[config.mk]
export PLATFORM = sky130hd
export DESIGN_NAME = eth_trap_classifier
export DESIGN_NICKNAME = d
export VERILOG_FILES = /design/src/rtl/trap_pkg.sv /design/src/rtl/tc_cfg_reg.sv /design/src/rtl/tc_byte_ctr.sv /design/src/rtl/tc_field_match.sv /design/src/rtl/tc_decide.sv /design/src/rtl/eth_trap_classifier.sv
export SDC_FILE = /design/constraint.sdc
export NUM_CORES = 1
export LEC_CHECK = 0
export ABC_CLOCK_PERIOD_IN_PS = 1890
export BUFFER_PORTS_ARGS = -buffer_cell sky130_fd_sc_hd__buf_2
export CORE_MARGIN = 2
export CORE_UTILIZATION = 49
export CTS_CLUSTER_SIZE = 40
export DETAILED_ROUTE_END_ITERATION = 8
export GPL_TIMING_DRIVEN = 0
export PLACE_DENSITY = 0.79
export SLEW_MARGIN = 20
export SYNTH_ARGS = -nofsm -noshare
export SYNTH_HDL_FRONTEND = slang
export SYNTH_SLANG_ARGS = --single-unit
[constraint.sdc]
create_clock -name clk -period 1.89 [get_ports clk]
set_input_delay 0.378 -clock clk [delete_from_list [all_inputs] [get_ports clk]]
set_output_delay 0.378 -clock clk [all_outputs]
set_load 0.005 [all_outputs]
[src/rtl/trap_pkg.sv]
package trap_pkg;
   typedef logic [2:0] dec_code_t;
   localparam dec_code_t DEC_NONE    = 3'b000;
   localparam dec_code_t DEC_EXTRACT = 3'b001;
   localparam dec_code_t DEC_PORT1   = 3'b010;
   localparam dec_code_t DEC_PORT2   = 3'b100;
   localparam logic [23:0] MGMT_PREFIX = 24'h0180C2;
   localparam int PREFIX_BYTES = 3;
endpackage

[src/rtl/tc_cfg_reg.sv]
module tc_cfg_reg #(
   parameter int CFG_W   = 16,
   parameter int B_MGMT  = 9,
   parameter int B_BCAST = 8,
   parameter int B_NOTAG = 7,
   parameter int B_FRST  = 6
) (
   input  logic             clk,
   input  logic             rst_n,
   input  logic             we,
   input  logic [CFG_W-1:0] wdata,
   output logic             en_mgmt,
   output logic             en_bcast,
   output logic             notag_sel,
   output logic             fifo_rst
);
   logic unused_cfg_bits;
   assign unused_cfg_bits = ^wdata;

   always_ff @(posedge clk) begin
      if (!rst_n) begin
         en_mgmt   <= 1'b0;
         en_bcast  <= 1'b0;
         notag_sel <= 1'b0;
         fifo_rst  <= 1'b0;
      end else if (we) begin
         en_mgmt   <= wdata[B_MGMT];
         en_bcast  <= wdata[B_BCAST];
         notag_sel <= wdata[B_NOTAG];
         fifo_rst  <= wdata[B_FRST];
      end else begin
         fifo_rst  <= 1'b0;
      end
   end


   fifo_pulse_chk: assert property (@(posedge clk) disable iff (!rst_n)
      fifo_rst && !(we && wdata[B_FRST]) |=> !fifo_rst);

   fifo_cause_chk: assert property (@(posedge clk) disable iff (!rst_n)
      $rose(fifo_rst) |-> $past(we));
endmodule

[src/rtl/tc_byte_ctr.sv]
module tc_byte_ctr #(
   parameter int LAST   = 14,
   parameter int RUNT_W = 8,
   parameter bit RUNT_SAT = 1'b1,
   localparam int CNT_W = $clog2(LAST + 1)
) (
   input  logic              clk,
   input  logic              rst_n,
   input  logic              byte_vld,
   input  logic              byte_sof,
   input  logic              byte_eof,
   output logic              take,
   output logic [CNT_W-1:0]  pos,
   output logic              last,
   output logic [RUNT_W-1:0] runt_cnt
);
   logic [CNT_W-1:0] cnt;
   logic             active;
   logic             runt_inc;

   assign take     = byte_vld && (byte_sof || (active && cnt < CNT_W'(LAST)));
   assign pos      = byte_sof ? CNT_W'(1) : CNT_W'(cnt + 1'b1);
   assign last     = take && pos == CNT_W'(LAST);
   assign runt_inc = take && byte_eof && pos < CNT_W'(LAST);

   always_ff @(posedge clk) begin
      if (!rst_n) begin
         cnt    <= '0;
         active <= 1'b0;
      end else if (take) begin
         cnt    <= pos;
         active <= !byte_eof;
      end else if (byte_vld && byte_eof) begin
         active <= 1'b0;
      end
   end

   generate
      if (RUNT_SAT) begin : g_sat
         always_ff @(posedge clk) begin
            if (!rst_n)                     runt_cnt <= '0;
            else if (runt_inc && !(&runt_cnt)) runt_cnt <= runt_cnt + 1'b1;
         end
      end else begin : g_wrap
         always_ff @(posedge clk) begin
            if (!rst_n)        runt_cnt <= '0;
            else if (runt_inc) runt_cnt <= runt_cnt + 1'b1;
         end
      end
   endgenerate


   cnt_range_chk: assert property (@(posedge clk) disable iff (!rst_n)
      cnt <= CNT_W'(LAST));

   runt_stable_chk: assert property (@(posedge clk) disable iff (!rst_n)
      !(byte_vld && byte_eof) |=> $stable(runt_cnt));
endmodule

[src/rtl/tc_field_match.sv]
module tc_field_match
   import trap_pkg::*;
#(
   parameter int DW         = 8,
   parameter int ADDR_BYTES = 6,
   parameter int TAG_HI     = 13,
   parameter int CNT_W      = 4
) (
   input  logic             clk,
   input  logic             rst_n,
   input  logic             take,
   input  logic [CNT_W-1:0] pos,
   input  logic [DW-1:0]    data,
   output logic             mgmt_hit,
   output logic             bcast_hit,
   output logic [DW-1:0]    tag_hi
);
   logic [ADDR_BYTES-1:0] at_pos;
   logic [ADDR_BYTES-1:0] m_cmp;
   logic                  in_da, first, m_ok, b_ok;

   for (genvar k = 0; k < ADDR_BYTES; k++) begin : g_da
      assign at_pos[k] = pos == CNT_W'(k + 1);
      if (k < PREFIX_BYTES) begin : g_pfx
         assign m_cmp[k] = data == MGMT_PREFIX[(PREFIX_BYTES-1-k)*8 +: 8];
      end else begin : g_any
         assign m_cmp[k] = 1'b1;
      end
   end

   assign in_da = |at_pos;
   assign first = at_pos[0];
   assign m_ok  = |(at_pos & m_cmp);
   assign b_ok  = &data;

   always_ff @(posedge clk) begin
      if (!rst_n) begin
         mgmt_hit  <= 1'b0;
         bcast_hit <= 1'b0;
         tag_hi    <= '0;
      end else if (take) begin
         if (in_da) begin
            mgmt_hit  <= (first || mgmt_hit) && m_ok;
            bcast_hit <= (first || bcast_hit) && b_ok;
         end
         if (pos == CNT_W'(TAG_HI)) tag_hi <= data;
      end
   end
endmodule

[src/rtl/tc_decide.sv]
module tc_decide
   import trap_pkg::*;
#(
   parameter int DW = 8
) (
   input  logic            clk,
   input  logic            rst_n,
   input  logic            last,
   input  logic            en_mgmt,
   input  logic            en_bcast,
   input  logic            notag_sel,
   input  logic            mgmt_hit,
   input  logic            bcast_hit,
   input  logic [DW-1:0]   tag_hi,
   input  logic [DW-1:0]   tag_lo,
   input  logic [2*DW-1:0] tag_id,
   output logic            dec_vld,
   output dec_code_t       dec_code,
   output logic            dec_tagged
);
   logic extract, tag_eq;
   assign extract = (en_mgmt && mgmt_hit) || (en_bcast && bcast_hit);
   assign tag_eq  = {tag_hi, tag_lo} == tag_id;

   always_ff @(posedge clk) begin
      if (!rst_n || !last) begin
         dec_vld    <= 1'b0;
         dec_code   <= DEC_NONE;
         dec_tagged <= 1'b0;
      end else begin
         dec_vld    <= 1'b1;
         dec_tagged <= !extract && tag_eq;
         if (extract)     dec_code <= DEC_EXTRACT;
         else if (tag_eq) dec_code <= DEC_NONE;
         else             dec_code <= notag_sel ? DEC_PORT2 : DEC_PORT1;
      end
   end


   code_onehot_chk: assert property (@(posedge clk) disable iff (!rst_n)
      $onehot0(dec_code));

   strobe_single_chk: assert property (@(posedge clk) disable iff (!rst_n)
      dec_vld |=> !dec_vld);

   idle_quiet_chk: assert property (@(posedge clk) disable iff (!rst_n)
      !dec_vld |-> (dec_code == DEC_NONE && !dec_tagged));

   tagged_noport_chk: assert property (@(posedge clk) disable iff (!rst_n)
      dec_tagged |-> dec_code == DEC_NONE);

   extract_enabled_chk: assert property (@(posedge clk) disable iff (!rst_n)
      last |=> (dec_code[0] |-> ($past(en_mgmt) || $past(en_bcast))));
endmodule

[src/rtl/eth_trap_classifier.sv]
module eth_trap_classifier
   import trap_pkg::*;
#(
   parameter int DW         = 8,
   parameter int ADDR_BYTES = 6,
   parameter int CFG_W      = 16,
   parameter int B_MGMT     = 9,
   parameter int B_BCAST    = 8,
   parameter int B_NOTAG    = 7,
   parameter int B_FRST     = 6,
   parameter int RUNT_W     = 8,
   parameter bit RUNT_SAT   = 1'b1
) (
   input  logic              clk,
   input  logic              rst_n,
   input  logic              cfg_we,
   input  logic [CFG_W-1:0]  cfg_wdata,
   input  logic [2*DW-1:0]   tag_id,
   input  logic              byte_vld,
   input  logic              byte_sof,
   input  logic              byte_eof,
   input  logic [DW-1:0]     byte_data,
   output logic              dec_vld,
   output logic [2:0]        dec_code,
   output logic              dec_tagged,
   output logic              xfifo_rst,
   output logic [RUNT_W-1:0] runt_cnt
);
   localparam int TAG_HI = 2 * ADDR_BYTES + 1;
   localparam int LAST   = TAG_HI + 1;
   localparam int CNT_W  = $clog2(LAST + 1);

   if (DW != 8) begin : g_bad_dw
      $error("eth_trap_classifier: byte width must be 8");
   end
   if (ADDR_BYTES < PREFIX_BYTES) begin : g_bad_addr
      $error("eth_trap_classifier: address shorter than management prefix");
   end
   if (B_MGMT >= CFG_W || B_BCAST >= CFG_W || B_NOTAG >= CFG_W || B_FRST >= CFG_W) begin : g_bad_bits
      $error("eth_trap_classifier: configuration bit outside word");
   end
   if (RUNT_W < 1) begin : g_bad_runt
      $error("eth_trap_classifier: runt counter width must be positive");
   end

   logic             en_mgmt, en_bcast, notag_sel;
   logic             take, last, mgmt_hit, bcast_hit;
   logic [CNT_W-1:0] pos;
   logic [DW-1:0]    tag_hi;
   dec_code_t        code_q;

   tc_cfg_reg #(.CFG_W(CFG_W), .B_MGMT(B_MGMT), .B_BCAST(B_BCAST),
                .B_NOTAG(B_NOTAG), .B_FRST(B_FRST)) u_cfg (
      .clk, .rst_n, .we(cfg_we), .wdata(cfg_wdata),
      .en_mgmt, .en_bcast, .notag_sel, .fifo_rst(xfifo_rst));

   tc_byte_ctr #(.LAST(LAST), .RUNT_W(RUNT_W), .RUNT_SAT(RUNT_SAT)) u_ctr (
      .clk, .rst_n, .byte_vld, .byte_sof, .byte_eof,
      .take, .pos, .last, .runt_cnt);

   tc_field_match #(.DW(DW), .ADDR_BYTES(ADDR_BYTES), .TAG_HI(TAG_HI),
                    .CNT_W(CNT_W)) u_match (
      .clk, .rst_n, .take, .pos, .data(byte_data),
      .mgmt_hit, .bcast_hit, .tag_hi);

   tc_decide #(.DW(DW)) u_dec (
      .clk, .rst_n, .last, .en_mgmt, .en_bcast, .notag_sel,
      .mgmt_hit, .bcast_hit, .tag_hi, .tag_lo(byte_data), .tag_id,
      .dec_vld, .dec_code(code_q), .dec_tagged);

   assign dec_code = code_q;


   runt_nostrobe_chk: assert property (@(posedge clk) disable iff (!rst_n)
      (byte_vld && byte_eof && !last) |=> !dec_vld);
endmodule

; ---- Word level (Yosys, flattened, before mapping)
; Index checks and enable logic that the tools add are counted.
[totals]
elab_cells = 69
out_inout_bits = 14
input_bits = 46
regBits = 32
[classes]
n_bitwise = 1
eq_ne = 12
addsub = 2
n_reduce_logical = 31
mux = 7
n_lt_le_gt_ge = 2
[op_table]
columns = op, n
row1 = $eq 16x16->1, 1
row2 = $eq 8x8->1 const B, 2
row3 = $reduce_and 8->1, 2
row4 = $eq 4x3->1 const B, 3
row5 = $logic_and 1x1->1, 12
row6 = $reduce_or 6->1, 2
row7 = $add 8x1->8 const B, 1
row8 = $eq 4x2->1 const B, 2
row9 = $eq 4x4->1 const B, 2
row10 = $eq 8x1->1 const B, 1
row11 = $lt 4x4->1 const B, 2
row12 = $and 6x6->6, 1
row13 = $reduce_and 2->1, 3
row14 = $logic_not 1->1, 5
row15 = $logic_or 1x1->1, 5
row16 = $mux 1, 5
row17 = $add 4x1->4 const B, 1
row18 = $eq 4x1->1 const B, 1
row19 = $mux 4, 1
row20 = $mux 3, 1
row21 = $reduce_or 3->1, 1
row22 = $reduce_bool 2->1, 1

; ---- Longest topological paths before layout
; Gate-level depths: netlist of run 1.
[depth]
ltp_word = 8
ltp_mapped = 7
ltp_nobuf = 6

; ---- Hierarchy
; Synthesis of run 1 repeated with hierarchy kept, for this count alone.
[unflattened]
hier_cells = 173
hier_area_um2 = 1664.1
[modules_own_cells]
columns = mod, area_per_inst_um2, cells_each, seq_area_each_um2, n_inst
row1 = tc_byte_ctr, 728.2, 80, 260.2, 1
row2 = tc_field_match, 474.2, 48, 200.2, 1
row3 = tc_decide, 325.3, 34, 100.1, 1
row4 = tc_cfg_reg, 136.4, 11, 80.1, 1

; ---- Least setup slack after synthesis of run 1
; OpenSTA, ideal clock, no wires.
[synth_timing]
kind = flip-flop to flip-flop
from = register u_ctr.cnt[1]
to = register u_ctr.runt_cnt[5]
slack_ns = 0.148
n_path_buf = 1
period_less_slack_ns = 1.742
t_arrival_ns = 1.671
path_stages_with_launch = 8
t_required_ns = 1.819
path_cell_list = dfxtp_1 ha_1 nand2b_1 a21oi_2 o21a_1 buf_6 or4_1 a21oi_1
[synth_via]
elab_chain_len = 7
elab_cells_between_ends = 10
classes_between = add/sub (1) / order compare (2) / mux (1) / reduce/logical (6)
[synth_rtl]
columns = item, line_no
row1 = start: declaration, tc_byte_ctr.sv:17  ; logic [CNT_W-1:0] cnt;
row2 = start signal: assignment, tc_byte_ctr.sv:31  ; cnt <= pos;
row3 = "parallel branches: the longest is 5 deep, another holds $add 4x1->4", n/a
row4 = $logic_and 1x1->1 (*), tc_byte_ctr.sv:24  ; assign runt_inc = take && byte_eof && pos < CNT_W'(LAST);
row5 = $logic_and 1x1->1 (*), tc_byte_ctr.sv:42  ; else if (runt_inc && !(&runt_cnt)) runt_cnt <= runt_cnt + 1'b1;
row6 = end signal: assignment, tc_byte_ctr.sv:42
row7 = end: declaration, tc_byte_ctr.sv:15  ; output logic [RUNT_W-1:0] runt_cnt
; Every way passes the cells marked *.
; A chain may end at the register's enable or synchronous reset.

; ---- Final worst setup path of run 1
; Same ends and word-level chain as after synthesis.

==> results of run 1 <==
power groups by stage:
stage | combinational (W) | clock [W] | sequential (W)
3_5_place_dp | 0.000168 | 0 | 0.000712
6_report | 0.000174 | 0.000430 | 0.000697
4_1_cts | 0.000171 | 0.000442 | 0.000697
2_1_floorplan | 0.0000968 | 0 | 0.000710
3_3_place_gp | 0.000166 | 0 | 0.000712
5_1_grt | 0.000195 | 0.000475 | 0.000700
cell families after synthesis:
group	synth area share, %
simple gates	28.2
compound gates	14.2
fa+ha+maj	1.45
xor+xnor	8.64
buf+inv	4.86
mux	5.52
flops	37.2
metrics by stage:
stage	instances	power (W)
5_1_grt	299	0.00137
3_3_place_gp	291	0.000877
6_report	299	0.00130
4_1_cts	299	0.00131
2_1_floorplan	199	0.000807
3_5_place_dp	291	0.000880
registers in the layout, indices dropped and copies added (netlist names), 3 cells and up:
name / count
u_ctr.runt_cnt: 8
u_match.tag_hi: 8
u_ctr.cnt: 4
u_dec.dec_code: 3
what timing repair did:
item,CTS,global route
setup buffers,1,0
endpoints found under the hold margin,0,0
resized for setup,2,2
endpoints found under the setup margin,10,12
pin swaps,1,0
per-layer routing:
metal / vias to the layer above / track usage, %
met5: - / 0
met2: 32 / 36.2
met3: 5 / 6.43
met4: 0 / 6.52
li1: 822 / -
met1: 777 / 24.3
cell usage in the layout (no fill, tap or decap), types with 3 or more instances in the layout:
cell,instances
buf_6,3
clkbuf_4,5
xor2_1,16
nand4_1,4
nor4_1,5
buf_2,47
nand3_1,11
o31ai_1,6
o21ai_0,11
clkbuf_1,4
a21oi_1,11
nor4b_1,3
nand2b_1,4
mux2i_1,8
or4_1,4
inv_1,8
nand3b_1,3
nand2_1,19
nor2_1,14
dfxtp_1,30
worst max-delay path: cells and delay by family, from the launching register on:
| kind | cells | cell delay [ns] |
|---|---|---|
| AND/OR/NAND/NOR | 2 | 0.66 |
| adder cells (fa/ha/maj) | 1 | 0.24 |
| buffers and inverters | 1 | 0.14 |
| flip-flops | 1 | 0.41 |
| AO/OA/AOI/OAI | 2 | 0.30 |
worst paths after layout:
check,startpoint,end,slack (ns)
hold / removal,byte_eof,u_ctr.active,0.23
setup reg to reg,u_ctr.cnt[1],u_ctr.runt_cnt[5],0.08
hold reg to reg,u_match.bcast_hit,u_match.bcast_hit,0.45
setup / recovery,u_ctr.cnt[1],u_ctr.runt_cnt[5],0.08
area by class of cell:
cell class	instances	area (µm²)
fillers	325	1260
well taps	46	57.6
inverters	8	30.0
flip-flops and latches	32	643
clock buffers	7	65.1
repair buffers	47	238
plain buffers	8	53.8
multi-input cells	151	1020
==> flow_summary.toml, run 1 <==
[status]
status = "complete, no violations"

[timing]
worstMarginPinSlew_ns = 0.491
worst_slew_margin_pct = 67.2
timing_hold_violations_final = 0
final_max_slew_viol_count = 0
tns_ns = 0
final-setup-viol-count = 0
clock-skew-final_ns = 0.0121
setup_ws_ns = 0.0838
period_share_pct = 95.6
whs_ns = 0.230
layout_min_cycle_time_ns = 1.81
clock.fmax_ghz = 0.554

[logic_synthesis]
synth_flop_cell = "dfxtp_1"
count_of_flip_flops_with_a_built_in_enable_after_synthesis = 0
yosys_warnings = 0
synth-seq-area-share_pct = 37.2
yosys.cell_count.top_type = "dfxtp_1"
async_flop_share_pct = 0
netlist_instances = 199
post_synth_num_cell_types = 45
synth.avg_cell_area_um2 = 8.66
netlist_area_mm2 = 0.00172
synth_nets = 247
netlist_top_cells_area = "dfxtp_1 (37%), xor2_1 (8.1%), mux2i_1 (4.6%)"
postSynthRegisterBits = 32
synth_common_cells = "dfxtp_1 (32), nand2_1 (19), xor2_1 (16)"
synth_top_cell_by_area = "dfxtp_1"
synth_largest_type_area_fraction_pct = 37.2

[power_and_ir_drop]
cellPowerDensity_mw_per_mm2 = 619
leakage_nw = 0.909
p_sw_share_pct = 24.8
power.internal_w = 0.000979
peakVddDrop_uv = 366
clockPowerShare_pct = 33.1
power.combinational.fraction_pct = 13.4
power_frac_seq_pct = 53.6
net_switching_component_of_the_power_w = 0.000322

[clocking]
cts.hold.buffers_added = 0
cts-htree-levels = 2
tritoncts.num_buffers = 5
cts.sinks = 32
worst_setup_hold_path_clk_slew_ns = 0.10
insertion_delay_of_the_later_clocked_pin_in_the_worst_skew_pair_ns = 0.34
cts_tree = "done"
cts-root-to-sink-buffers = 2
cts_root_cell = "clkbuf_4"

[global_routing]
grt_pass1_wl_mm = 6.67
grt_overflow = 0
grt_start_max_net_pins = 11
global_routing_usage_summed_across_all_routing_layers_pct = 20.8
grt_pass1_vias = 1496
grt_antenna_before_repair = 0

[critical_path]
crit_slowest_cell = "or4_1"
critPathMaxStageDelay_ns = 0.46
critPathArrivalTime_ns = 2.08
depth_of_the_worst_register_to_register_path = 6
critPathCaptureType = "flip-flop"
crit_chain = "ha_4 -> and2b_1 -> o21a_1 -> buf_6 -> or4_1 -> a21oi_1"
crit_type = "reg -> reg"
cp_data_required_time_ns = 2.16
critPathMaxFanout = 10
critPathLaunchType = "flip-flop"

[routing]
drt_pre_antenna_iters = 4
post-route-drc-count = 0
top_layer = "met4"
number_of_vias_per_cell = 5.47
m1WireLength_mm = 1.76
routed-wl-met2_mm = 1.87
wl_met3_um = 189
routed_length_per_instance_um = 12.9
drt.antenna.violating_nets = 0
detailedRoute.firstIterationViolations = 45
vias = 1636
postRouteWirelength_mm = 3.87

[placement]
placement.cell_area_mm2 = 0.00201
post-place-ws_ns = -0.156
portBuffers = 46
post-dp-hpwl_mm = 2.88
place_congestion = 0.840

[floorplan]
core_mm2 = 0.00336
floorplan.die_area_mm2 = 0.00401
initial_core_util_pct = 51.3
io-pin-count = 60
die_y_um = 63.3
floorplan.die.width_um = 63.3
rows = 21

[finish]
layout-drive-gt1-share_pct = 28.9
nets = 301
n_antenna_cell = 0
design_area_mm2 = 0.00210
synthesis_to_layout_area_growth_pct = 22.0
utilization_pct = 62.5

[worst_hold_path]
timing.hold.worst_path_depth = 2
hold_path_class = "in -> reg"

[flow_run]
cap_viol_max_count = 0
(Power assumes the default switching activity.)
==> run 2: changes to the inputs <==
==> constraint.sdc (replaced) <==
create_clock -name clk -period 1.89 [get_ports clk]
set_input_delay 0.0945 -clock clk [delete_from_list [all_inputs] [get_ports clk]]
set_output_delay 0.0945 -clock clk [all_outputs]
set_load 0.005 [all_outputs]
==> flow_summary.toml, run 2 (synthesized netlist as in run 1, its figures left out) <==
[status]
status = "complete, no violations"

[global_routing]
grt_overflow = 0
grt_pass1_vias = 1522
grt_pass1_wl_mm = 6.76
grt_antenna_before_repair = 0
global_routing_usage_summed_across_all_routing_layers_pct = 21.1
grt_start_max_net_pins = 11

[finish]
biggestRegsByFlops = "u_ctr.runt_cnt (8), u_match.tag_hi (8), u_ctr.cnt (4)"
utilization_pct = 63.4
layout-drive-gt1-share_pct = 28.5
most-common-layout-cells = "buf_2 (47), dfxtp_1 (30), nand2_1 (19)"
n_antenna_cell = 0
layout.cells.most_common = "buf_2"
num-fill-cells = 322
synthesis_to_layout_area_growth_pct = 23.7
nets = 304

[routing]
vias = 1641
post-route-drc-count = 0
detailedRoute.firstIterationViolations = 50
drt.antenna.violating_nets = 0
routed_length_per_instance_um = 12.9
number_of_vias_per_cell = 5.43
drt_pre_antenna_iters = 4
postRouteWirelength_mm = 3.89

[clocking]
cts-root-to-sink-buffers = 2
tritoncts.num_buffers = 5
worst_setup_hold_path_clk_slew_ns = 0.10
cts.sinks = 32
cts_tree = "done"
insertion_delay_of_the_later_clocked_pin_in_the_worst_skew_pair_ns = 0.34
cts_root_cell = "clkbuf_4"
cts-htree-levels = 2

[critical_path]
critPathLaunchType = "flip-flop"
crit_type = "reg -> reg"
worstReg2RegEnd = "u_ctr.runt_cnt[5]"
critPathCaptureType = "flip-flop"
critPathMaxFanout = 10
cp_data_required_time_ns = 2.16
timing.critical_path.from = "u_ctr.cnt[1]"
depth_of_the_worst_register_to_register_path = 6
r2r_slack_ns = 0.08
critPathArrivalTime_ns = 2.08
end_of_the_critical_path = "u_ctr.runt_cnt[5]"
r2r_start = "u_ctr.cnt[1]"

[floorplan]
rows = 21
floorplan.die_area_mm2 = 0.00401
floorplan.die.width_um = 63.3
core_mm2 = 0.00336
io-pin-count = 60
die_y_um = 63.3
initial_core_util_pct = 51.3

[timing]
worst_slew_margin_pct = 67.2
final-setup-viol-count = 0
whs_ns = 0.00121
tns_ns = 0
layout_min_cycle_time_ns = 1.81
worstMarginPinSlew_ns = 0.492
setup_ws_ns = 0.0831
clock.fmax_ghz = 0.553
timing_hold_violations_final = 0
clock-skew-final_ns = 0.00999
period_share_pct = 95.6
final_max_slew_viol_count = 0

[placement]
place_congestion = 0.840
post-place-ws_ns = -0.156
portBuffers = 46
post-dp-hpwl_mm = 2.88

[power_and_ir_drop]
cellPowerDensity_mw_per_mm2 = 612
leakage_nw = 0.923
peakVddDrop_uv = 367

[flow_run]
cap_viol_max_count = 0

[worst_hold_path]
hold_path_class = "in -> reg"
hold_path.startpoint = "cfg_wdata[9]"
run 2: cell count changes in the layout (fill, tap and decap cells not counted), sizes merged:
| cell | previous run | this run |
|---|---|---|
| dlygate4sd3 | 0 | 3 |
run 2: routing by layer:
layer	GRT usage, %	vias up	part of all wire (%)
met1	24.5	774	45
met3	6.25	5	4.9
li1	-	828	-
met4	6.52	0	1.2
met5	0	-	0
met2	37.0	34	49
run 2: report_power, final:
group / leakage (nW) / internal [W] / total [W] / switching (W)
sequential: 0.260 / 0.000687 / 0.000698 / 0.0000103
combinational: 0.626 / 0.0000855 / 0.000179 / 0.0000934
clock: 0.0374 / 0.000211 / 0.000429 / 0.000219
total: 0.923 / 0.000983 / 0.00131 / 0.000322
run 2: through the flow:
| step | instance area (µm²) | total power, W | cells |
|---|---|---|---|
| after floorplan | 1720 | 0.000807 | 199 |
| after global placement | 2010 | 0.000877 | 291 |
| after CTS | 2130 | 0.00131 | 302 |
| after global routing | 2130 | 0.00138 | 302 |
| final | 2130 | 0.00131 | 302 |
| after detailed placement | 2010 | 0.000880 | 291 |
run 2: critical path, cell delays in order (launching register included):
cell and delay (ns):
dfxtp_2 0.41, ha_4 0.24, and2b_1 0.20, o21a_1 0.14
buf_6 0.14, or4_1 0.46, a21oi_1 0.16
run 2: how the worst min path moves through the flow:
stage,to,slack (ns),depth (start not counted)
final,u_cfg.en_mgmt,0.001,3
after global routing,u_cfg.en_mgmt,0.01,3
after CTS,u_cfg.en_mgmt,0.0001,3
after detailed placement,u_ctr.active,0.31,2
after global placement,u_ctr.active,0.31,2
after floorplan,u_ctr.active,0.19,1
run 2: cell type report:
type	count	area [µm²]	area share [%]
repair buffers	50	268	12.6
inverters	8	30.0	1.41
plain buffers	8	53.8	2.52
flip-flops and latches	32	643	30.1
clock buffers	7	65.1	3.05
well taps	46	57.6	2.70
multi-input cells	151	1020	47.6
run 2: timing repair:
action / 4_1_cts / 5_1_grt
gates resized for setup: 2 / 2
hold buffers: 3 / 0
cloned: 0 / 0
pin swaps: 1 / 0
buffers inserted: 1 / 0
setup endpoints to repair: 10 / 12
hold endpoints to repair: 2 / 0
==> run 3: changes to the inputs <==
Settings changed: REMOVE_ABC_BUFFERS from default to 1.
==> flow_summary.toml, run 3 (synthesized netlist as in run 1, its figures left out) <==
[placement]
portBuffers = 47
post-dp-hpwl_mm = 2.61
place_congestion = 0.794
placement.cell_area_mm2 = 0.00196
placed_cells = 284
post-place-ws_ns = -0.329

[critical_path]
crit_slowest_cell = "or4_1"
critPathMaxFanout = 11
critPathLaunchType = "flip-flop"
depth_of_the_worst_register_to_register_path = 5
cp_data_required_time_ns = 2.15
critPathMaxStageDelay_ns = 0.47
critPathCaptureType = "flip-flop"
worstReg2RegEnd = "u_ctr.runt_cnt[2]"
r2r_start = "u_ctr.cnt[1]"
crit_type = "reg -> reg"
worst_path_top_cell_family_by_delay = "simple AND/OR/NAND/NOR gates"
timing.critical_path.buf_inv = 0
r2r_slack_ns = 0.08
crit_chain = "ha_2 -> and2b_1 -> o21a_2 -> or4_1 -> a21oi_1"
critPathArrivalTime_ns = 2.08

[routing]
vias = 1587
drt_pre_antenna_iters = 4
number_of_vias_per_cell = 5.27
detailedRoute.firstIterationViolations = 84
routed_length_per_instance_um = 12.2
postRouteWirelength_mm = 3.67
drt.antenna.violating_nets = 0
post-route-drc-count = 0

[floorplan]
core_mm2 = 0.00336
rows = 21
die_y_um = 63.3
io-pin-count = 60
floorplan.die_area_mm2 = 0.00401
initial_core_util_pct = 51.3
floorplan.die.width_um = 63.3

[power_and_ir_drop]
net_switching_component_of_the_power_w = 0.000338
clockPowerShare_pct = 32.4
power.internal_w = 0.000948
peakVddDrop_uv = 313
p_sw_share_pct = 26.3
cellPowerDensity_mw_per_mm2 = 609
power_frac_seq_pct = 54.2
power.combinational.fraction_pct = 13.5
leakage_nw = 0.927

[timing]
layout_min_cycle_time_ns = 1.81
whs_ns = 0.0183
timing_hold_violations_final = 0
clock.fmax_ghz = 0.552
worst_slew_margin_pct = 66.7
period_share_pct = 95.8
clock-skew-final_ns = 0.0148
setup_ws_ns = 0.0799
final_max_slew_viol_count = 0
final-setup-viol-count = 0
worstMarginPinSlew_ns = 0.500

[clocking]
insertion_delay_of_the_later_clocked_pin_in_the_worst_skew_pair_ns = 0.34
cts.sinks = 32
tritoncts.num_buffers = 5
cts_root_cell = "clkbuf_4"
cts-htree-levels = 2
cts-root-to-sink-buffers = 2
worst_setup_hold_path_clk_slew_ns = 0.11
cts_tree = "done"

[flow_run]
cap_viol_max_count = 0

[finish]
layout.cells.most_common = "buf_2"
num-fill-cells = 320
biggestRegsByFlops = "u_ctr.runt_cnt (8), u_match.tag_hi (8), u_ctr.cnt (4)"
nets = 302
design_area_mm2 = 0.00211
synthesis_to_layout_area_growth_pct = 22.6
n_antenna_cell = 0
layoutNonFillerInstCount = 301
layout-drive-gt1-share_pct = 29.0
utilization_pct = 62.8
most-common-layout-cells = "buf_2 (47), dfxtp_1 (30), nand2_1 (19)"

[global_routing]
grt_antenna_before_repair = 0
global_routing_usage_summed_across_all_routing_layers_pct = 18.7
grt_pass1_wl_mm = 5.91
grt_start_max_net_pins = 29
grt_overflow = 0
grt_pass1_vias = 1370

[worst_hold_path]
timing.hold.worst_endpoint = "u_cfg.notag_sel"
hold_path_class = "in -> reg"
hold_path.startpoint = "cfg_wdata[7]"
timing.hold.worst_path_depth = 3

[status]
status = "complete, no violations"
[run 3: cell types whose count changed in the layout (fill, tap and decap cells not counted), moves of 2 or more]
cell           change
clkbuf_1           -4
dlygate4sd3_1      +2
clkinv_2           +2
buf_6              -3
buf_4              +3
[run 3: per-layer routing]
layer / wire [µm] / track usage (%)
met1: 1650 / 22.7
met3: 241 / 6.25
met4: 57 / 7.34
met5: 0 / 0
met2: 1730 / 30.5
[run 3: how the worst max path moves through the flow]
stage	start	end	slack (ns)	cells past startpoint
after detailed placement	u_ctr.cnt[0]	u_match.tag_hi[0]	-0.33	6
after global routing	u_ctr.cnt[1]	u_ctr.runt_cnt[2]	-0.0001	5
after floorplan	u_ctr.cnt[0]	u_match.tag_hi[1]	0.07	5
after global placement	u_ctr.cnt[0]	u_match.tag_hi[5]	-0.29	5
final	u_ctr.cnt[1]	u_ctr.runt_cnt[2]	0.08	5
after CTS	u_ctr.cnt[0]	u_ctr.runt_cnt[5]	0.01	5
[run 3: area by class of cell]
type	count	area, µm²	share of cell area [%]
Clock buffer	6	51.3	2.43
Tap cell	46	57.6	2.72
Timing Repair Buffer	56	315	14.9
Inverter	8	30.0	1.42
Clock inverter	2	10.0	0.474
Sequential cell	32	646	30.6
Multi-Input combinational cell	151	1000	47.5
[run 3: tightest hold or removal path: cells and delay by family]
kind,cells,cell delay (ns)
buffers and inverters,1,0.08
muxes,1,0.06
and+or+nand+nor,1,0.08
[run 3: repair_timing]
item                                   4_1_cts  5_1_grt
buffers inserted                             1        3
hold buffers                                 5        0
endpoints found under the hold margin        4        0
setup endpoints to repair                   14        5
resized for setup                            4        1
pin swaps                                    1        0
[run 3: per-stage QoR]
step	setup TNS [ns]	total power [W]
finish	0	0.00129
global route	-0.000129	0.00136
CTS	0	0.00129
detailed placement	-3.21	0.000870
global placement	-2.66	0.000867
floorplan	0	0.000791
[run 3: power by group through the flow]
stage	registers, W	clock network [W]	logic [W]
after floorplan	0.000712	0	0.0000792
after global placement	0.000714	0	0.000153
after detailed placement	0.000715	0	0.000155
after CTS	0.000699	0.000428	0.000164
after global routing	0.000700	0.000464	0.000193
final	0.000697	0.000416	0.000173
